==> src/rtl/hzc_pkg.sv <==
`timescale 1ns/1ps
package hzc_pkg;
  localparam int OP_W  = 4;
  localparam int RID_W = 4;

  localparam logic [RID_W-1:0] NO_REG = '1;

  localparam logic [OP_W-1:0] OP_NOP  = OP_W'(1);
  localparam logic [OP_W-1:0] OP_LOAD = OP_W'(5);
  localparam logic [OP_W-1:0] OP_ALU  = OP_W'(6);
  localparam logic [OP_W-1:0] OP_JCC  = OP_W'(7);
  localparam logic [OP_W-1:0] OP_RET  = OP_W'(9);
  localparam logic [OP_W-1:0] OP_POP  = OP_W'(11);

  typedef struct packed {
    logic [OP_W-1:0]  op;
    logic [RID_W-1:0] srca;
    logic [RID_W-1:0] srcb;
    logic [RID_W-1:0] dstm;
  } slot_t;

  localparam int SLOT_W = $bits(slot_t);
  localparam slot_t SLOT_IDLE = '{op: OP_NOP, srca: NO_REG, srcb: NO_REG, dstm: NO_REG};

  // operation fills a register from memory
  function automatic logic fills_from_mem(input logic [OP_W-1:0] op);
    return (op == OP_LOAD) || (op == OP_POP);
  endfunction

  // a real destination register equal to a source
  function automatic logic reg_hit(input logic [RID_W-1:0] dst, input logic [RID_W-1:0] src);
    return (dst != NO_REG) && (dst == src);
  endfunction
endpackage

==> src/rtl/hzc_stage_reg.sv <==
`timescale 1ns/1ps
module hzc_stage_reg #(
  parameter int W = 8,
  parameter logic [W-1:0] IDLE_VAL = '0
) (
  input  logic         clk,
  input  logic         rst_n,
  input  logic         stall,
  input  logic         bubble,
  input  logic [W-1:0] d,
  output logic [W-1:0] q,
  output logic         clash
);
  always_ff @(posedge clk or negedge rst_n) begin
    if (!rst_n)       q <= IDLE_VAL;
    else if (bubble)  q <= IDLE_VAL;
    else if (!stall)  q <= d;
  end

  assign clash = stall & bubble;


  hold_on_stall_chk: assert property (@(posedge clk) disable iff (!rst_n)
    (stall && !bubble) |=> $stable(q));

  idle_on_bubble_chk: assert property (@(posedge clk) disable iff (!rst_n)
    bubble |=> (q == IDLE_VAL));
endmodule

==> src/rtl/hzc_detect.sv <==
`timescale 1ns/1ps
module hzc_detect
  import hzc_pkg::*;
(
  input  logic             clk,
  input  logic             rst_n,
  input  logic [OP_W-1:0]  d_op,
  input  logic [RID_W-1:0] d_srca,
  input  logic [RID_W-1:0] d_srcb,
  input  logic [OP_W-1:0]  e_op,
  input  logic [RID_W-1:0] e_dstm,
  input  logic [OP_W-1:0]  m_op,
  input  logic             exe_cond,
  output logic             lu_hit,
  output logic             mis_hit,
  output logic             ret_busy,
  output logic             f_stall,
  output logic             d_stall,
  output logic             d_bubble,
  output logic             e_bubble
);
  always_comb begin
    lu_hit   = fills_from_mem(e_op) && (reg_hit(e_dstm, d_srca) || reg_hit(e_dstm, d_srcb));
    mis_hit  = (e_op == OP_JCC) && !exe_cond;
    ret_busy = (d_op == OP_RET) || (e_op == OP_RET) || (m_op == OP_RET);
  end

  always_comb begin
    f_stall  = lu_hit || ret_busy;
    d_stall  = lu_hit;
    // load/use takes priority over the pending return
    d_bubble = mis_hit || (ret_busy && !lu_hit);
    e_bubble = mis_hit || lu_hit;
  end


  d_mode_excl_chk: assert property (@(posedge clk) disable iff (!rst_n)
    !(d_stall && d_bubble));

  noreg_quiet_chk: assert property (@(posedge clk) disable iff (!rst_n)
    (fills_from_mem(e_op) && e_dstm == NO_REG) |-> !d_stall);

  taken_quiet_chk: assert property (@(posedge clk) disable iff (!rst_n)
    (e_op == OP_JCC && exe_cond && !ret_busy) |-> !(d_bubble || e_bubble || f_stall));

  ret_freeze_chk: assert property (@(posedge clk) disable iff (!rst_n)
    (ret_busy && !mis_hit && !lu_hit) |-> (f_stall && d_bubble));
endmodule

==> src/rtl/hazard_pipe.sv <==
`timescale 1ns/1ps
module hazard_pipe
  import hzc_pkg::*;
#(
  parameter int PC_W = 8
) (
  input  logic             clk,
  input  logic             rst_n,
  input  logic [OP_W-1:0]  in_op,
  input  logic [RID_W-1:0] in_srca,
  input  logic [RID_W-1:0] in_srcb,
  input  logic [RID_W-1:0] in_dstm,
  input  logic             exe_cond,
  output logic             f_stall,
  output logic             d_stall,
  output logic             d_bubble,
  output logic             e_bubble,
  output logic [PC_W-1:0]  pc_q,
  output logic [OP_W-1:0]  d_op,
  output logic [RID_W-1:0] d_dst,
  output logic [OP_W-1:0]  e_op,
  output logic [RID_W-1:0] e_dst,
  output logic [OP_W-1:0]  m_op,
  output logic [RID_W-1:0] m_dst,
  output logic [OP_W-1:0]  w_op,
  output logic [RID_W-1:0] w_dst,
  output logic             conflict_err
);
  localparam int NSTG = 4;              // decode, execute, memory, write-back
  localparam int SD = 0, SE = 1, SM = 2, SW = 3;
  localparam logic [PC_W-1:0] PC_ONE = PC_W'(1);

  slot_t           in_slot;
  slot_t           stg_d [NSTG];
  slot_t           stg_q [NSTG];
  logic [NSTG-1:0] stg_stall, stg_bub, stg_clash;
  logic            f_clash;
  logic [PC_W-1:0] pc_next;
  logic            lu_hit, mis_hit, ret_busy;

  assign in_slot = '{op: in_op, srca: in_srca, srcb: in_srcb, dstm: in_dstm};

  hzc_detect u_detect (
    .clk      (clk),
    .rst_n    (rst_n),
    .d_op     (stg_q[SD].op),
    .d_srca   (stg_q[SD].srca),
    .d_srcb   (stg_q[SD].srcb),
    .e_op     (stg_q[SE].op),
    .e_dstm   (stg_q[SE].dstm),
    .m_op     (stg_q[SM].op),
    .exe_cond (exe_cond),
    .lu_hit   (lu_hit),
    .mis_hit  (mis_hit),
    .ret_busy (ret_busy),
    .f_stall  (f_stall),
    .d_stall  (d_stall),
    .d_bubble (d_bubble),
    .e_bubble (e_bubble)
  );

  // fetch register: program counter
  assign pc_next = pc_q + PC_ONE;

  hzc_stage_reg #(.W(PC_W), .IDLE_VAL('0)) u_freg (
    .clk    (clk),
    .rst_n  (rst_n),
    .stall  (f_stall),
    .bubble (1'b0),
    .d      (pc_next),
    .q      (pc_q),
    .clash  (f_clash)
  );

  assign stg_stall = {1'b0, 1'b0, 1'b0, d_stall};
  assign stg_bub   = {1'b0, 1'b0, e_bubble, d_bubble};

  for (genvar g = 0; g < NSTG; g++) begin : g_stage
    if (g == 0) begin : g_head
      assign stg_d[g] = in_slot;
    end else begin : g_chain
      assign stg_d[g] = stg_q[g-1];
    end
    hzc_stage_reg #(.W(SLOT_W), .IDLE_VAL(SLOT_IDLE)) u_reg (
      .clk    (clk),
      .rst_n  (rst_n),
      .stall  (stg_stall[g]),
      .bubble (stg_bub[g]),
      .d      (stg_d[g]),
      .q      (stg_q[g]),
      .clash  (stg_clash[g])
    );
  end

  always_ff @(posedge clk or negedge rst_n) begin
    if (!rst_n) conflict_err <= 1'b0;
    else if (f_clash || (|stg_clash)) conflict_err <= 1'b1;
  end

  assign d_op  = stg_q[SD].op;
  assign d_dst = stg_q[SD].dstm;
  assign e_op  = stg_q[SE].op;
  assign e_dst = stg_q[SE].dstm;
  assign m_op  = stg_q[SM].op;
  assign m_dst = stg_q[SM].dstm;
  assign w_op  = stg_q[SW].op;
  assign w_dst = stg_q[SW].dstm;


  lu_one_cycle_chk: assert property (@(posedge clk) disable iff (!rst_n)
    lu_hit |=> (stg_q[SE].op == OP_NOP) && $stable(stg_q[SD]) && $stable(pc_q));

  mis_cancel_chk: assert property (@(posedge clk) disable iff (!rst_n)
    mis_hit |=> (stg_q[SD].op == OP_NOP) && (stg_q[SE].op == OP_NOP));

  ret_pc_hold_chk: assert property (@(posedge clk) disable iff (!rst_n)
    ret_busy |=> $stable(pc_q));

  ret_squash_chk: assert property (@(posedge clk) disable iff (!rst_n)
    (mis_hit && stg_q[SD].op == OP_RET) |=> (stg_q[SE].op != OP_RET));

  mem_follows_chk: assert property (@(posedge clk) disable iff (!rst_n)
    1'b1 |=> (stg_q[SM] == $past(stg_q[SE])) && (stg_q[SW] == $past(stg_q[SM])));

  err_sticky_chk: assert property (@(posedge clk) disable iff (!rst_n)
    (conflict_err || f_clash || (|stg_clash)) |=> conflict_err);
endmodule

==> config.mk <==
export PLATFORM = sky130hd
export DESIGN_NAME = hazard_pipe
export DESIGN_NICKNAME = d
export VERILOG_FILES = /design/src/rtl/hzc_pkg.sv /design/src/rtl/hzc_stage_reg.sv /design/src/rtl/hzc_detect.sv /design/src/rtl/hazard_pipe.sv
export SDC_FILE = /design/constraint.sdc
export NUM_CORES = 1
export LEC_CHECK = 0
export CORE_MARGIN = 2
export CORE_UTILIZATION = 30
export CTS_CLUSTER_DIAMETER = 80
export CTS_CLUSTER_SIZE = 12
export DETAILED_ROUTE_END_ITERATION = 16
export DONT_BUFFER_PORTS = 1
export HOLD_SLACK_MARGIN = 0.08
export PLACE_DENSITY = 0.55
export SLEW_MARGIN = 5
export SYNTH_ARGS = -nofsm -noshare
export SYNTH_HDL_FRONTEND = slang
export SYNTH_HIERARCHICAL = 1
export SYNTH_SLANG_ARGS = --single-unit
==> constraint.sdc <==
create_clock -name clk -period 6.1 [get_ports clk]
set_clock_uncertainty 0.2 [all_clocks]
set_input_delay 1.22 -clock clk [delete_from_list [all_inputs] [get_ports clk]]
set_output_delay 1.22 -clock clk [all_outputs]
set_load 0.005 [all_outputs]
==> implementation parameters <==
Parameter                              Value

Power
  Total power density per cell area    around 430 nW/µm²
  Static leakage power    roughly 1.1 nW
  Total power of the final layout    between 1 and 1.5 mW
  Maximum vdd ir drop    approximately 0.14 mV

Setup path
  Critical-path cell with the highest stage delay    sky130_fd_sc_hd__a21oi_2
  Startpoint kind of the worst setup timing path    register
  Crit path capture type    output port
  Critical path fanouts, max    32
  Largest delay share family, worst path    compound AO/OA/AOI/OAI gates
  CP Class    register to output port
  Crit path arrival time    between 2000 and 2500 ps
  CP max stage delay    approximately 670 ps
  Crit path buf inv count    1
  Required time of the worst setup path    4680 ps
  Critical path cell sequence    xor2_1, nor4_2, o2111ai_2, inv_2, a21oi_2

GRT
  Number of antenna violations at the first check in global routing    0
  GRT overflow    0
  Number of global-route vias before repair    around 1500
  Wire length of the first global-routing pass    around 8000 µm
  Largest net degree at the start of global routing    50
  Total routing usage reported by global routing    11.70%

Synth
  Syn_area_per_cell    approximately 12 µm²
  Synth Warn #    6
  Number of cells produced by synthesis    217
  Post-synthesis instance area    2500 µm²

Die
  Num rows    33
  Initial Util    a little over 30%
  Floorplan die width    ~95 µm
  Number of top-level pins    64
  Die Outline Area    9079 µm²
  Core outline area    a little over 8000 µm²
  Die height    ~95 µm

Timing
  Min Clock Period, post-route    ~3800 ps
  Final Hold Violating Endpoints    0
  Post-layout worst setup margin    2279 ps
  Setup violations, final    0
  Share of the clock period used by the worst path    62.64%
  Max Clk Rate    around 0.26 GHz
  Setup_tns    0 ps
  Transition time of the tightest slew-check pin    a little under 800 ps
  Final-report max-slew violation count    0
  Unrepaired setup endpoints after global routing    false
  Max-slew headroom    a little under half

Route
  Wire length reported by the detailed router    between 5000 and 6000 µm
  Via count    1528
  DR iter-0 viols    53
  Length of routed wiring on met1    between 2000 and 2500 µm
  Max layer used    met4
  Number of optimization iterations in the first detailed-route pass    4
  Routed met3 length    approximately 350 µm
  Via count normalized by instance count    around 4.8
  DR WL met2    2384 µm
  Final routed wire length divided by cell count    16.51 µm
  Number of nets with antenna violations after routing    0
  DRC errors left    0

Clocking
  TritonCTS clock tree    yes
  Clk sinks    49
  Max Buffers Root-to-Sink    2
  CTS H-Tree Depth    2
  Number of buffers inserted during clock tree synthesis    5
  Number of gates given a new drive strength after cts    0
  Cell at the root of the clock tree    sky130_fd_sc_hd__clkbuf_8
  Post-CTS Repair Setup Buffers    0
  Insertion delay to the later sink of the worst-skew pair    ~300 ps
  Cts hold-fix bufs    0
  Clock edge transition at the registers on the reported setup and hold paths    ~100 ps

Run
  Count of maximum capacitance violations    0

Cells and area
  Share of post-route cells with drive strength above 1    between 20% and 30%
  Area growth from synthesis to final layout    3.103%
  Final-stage net count    between 200 and 250
  Post-Route Utilization    between 30% and 40%
  Number of cells in the finished layout apart from fillers    about 320
  Number of filler cells placed in the layout    a little over 800
  Number of antenna diodes    0

Placement
  Minimum setup slack after placement    roughly 2400 ps
  Half-perimeter wire length after detailed placement    approximately 3700 µm
  Placer's final routability congestion estimate    about 0.73
  Count of buffers inserted at the top-level ports    0
  Dpl cells    slightly above 300

Hold path
  Min-delay worst type    register to register

Status
  Run status    finished clean
==> metrics by stage <==
step | hold WS, ps | area, µm²
4_1_cts | 337.6 | 2577
5_1_grt | 372.9 | 2577
3_5_place_dp | 313.8 | 2485
3_3_place_gp | 305.9 | 2485
6_report | 341.1 | 2577
2_1_floorplan | 266.3 | 2530
==> registers in the layout, summed over array words and instances (netlist names) <==
signal and cells:
g_stage.u_reg/q 40, u_freg/q 8, conflict_err 1
==> path summary, 6_finish.rpt <==
check | slack [ps] | end | depth (start not counted) | from
worst min-delay path | 340 | conflict_err$_DFFE_PN0P_ | 2 | conflict_err$_DFFE_PN0P_
worst max-delay path | 2280 | d_bubble | 5 | g_stage[1].u_reg/q[0]$_DFFE_PN1P_
worst min register to register | 340 | conflict_err$_DFFE_PN0P_ | 2 | conflict_err$_DFFE_PN0P_
worst max register to register | 3400 | conflict_err$_DFFE_PN0P_ | 8 | g_stage[1].u_reg/q[0]$_DFFE_PN1P_
min in group asynchronous | 400 | g_stage[0].u_reg/q[13]$_DFFE_PN0P_ | 0 | rst_n
max in group asynchronous | 5120 | g_stage[3].u_reg/q[12]$_DFFE_PN1P_ | 0 | rst_n
==> layer usage <==
| metal | global-route usage, % | vias up |
|---|---|---|
| li1 | - | 718 |
| met4 | 3.261 | 0 |
| met3 | 3.715 | 4 |
| met1 | 16.14 | 753 |
| met5 | 0 | - |
| met2 | 17.61 | 53 |
==> final cells by class <==
type,count,area [µm²],share of cell area (%)
clock buffers,5,68.82,2.670
clock inverters,3,23.77,0.9223
inverters,2,7.507,0.2913
multi-input cells,152,1085,42.09
flip-flops and latches,49,1261,48.93
well taps,105,131.4,5.097
==> worst register-to-register path, delay by kind of cell, from the launching register on <==
family,cells,cell delay (ps)
compound gates,2,930
xor+xnor,1,190
buf+inv,1,280
flops,1,620
simple gates,4,430
==> where the power goes <==
group / total (mW) / switching [mW] / internal, mW
Combinational: 0.301 / 0.155 / 0.146
Clock: 0.204 / 0.119 / 0.0842
Sequential: 0.607 / 0.138 / 0.469
Total: 1.11 / 0.412 / 0.700
==> cell usage in the layout (no fill, tap or decap), types with 2 or more instances in the layout <==
cell type and instances:
sky130_fd_sc_hd__nor4bb_1 3, sky130_fd_sc_hd__dfrtp_1 21, sky130_fd_sc_hd__and2_1 4, sky130_fd_sc_hd__nand3_1 2, sky130_fd_sc_hd__inv_6 2, sky130_fd_sc_hd__nor2b_1 28, sky130_fd_sc_hd__clkbuf_8 5, sky130_fd_sc_hd__nand2_1 6
sky130_fd_sc_hd__xnor2_1 3, sky130_fd_sc_hd__dfstp_2 28, sky130_fd_sc_hd__nor4_2 2, sky130_fd_sc_hd__xor2_1 11, sky130_fd_sc_hd__a211o_1 28, sky130_fd_sc_hd__mux2i_1 20, sky130_fd_sc_hd__nor2_1 22, sky130_fd_sc_hd__conb_1 9
No activity file was read; power rests on OpenSTA's default activity.
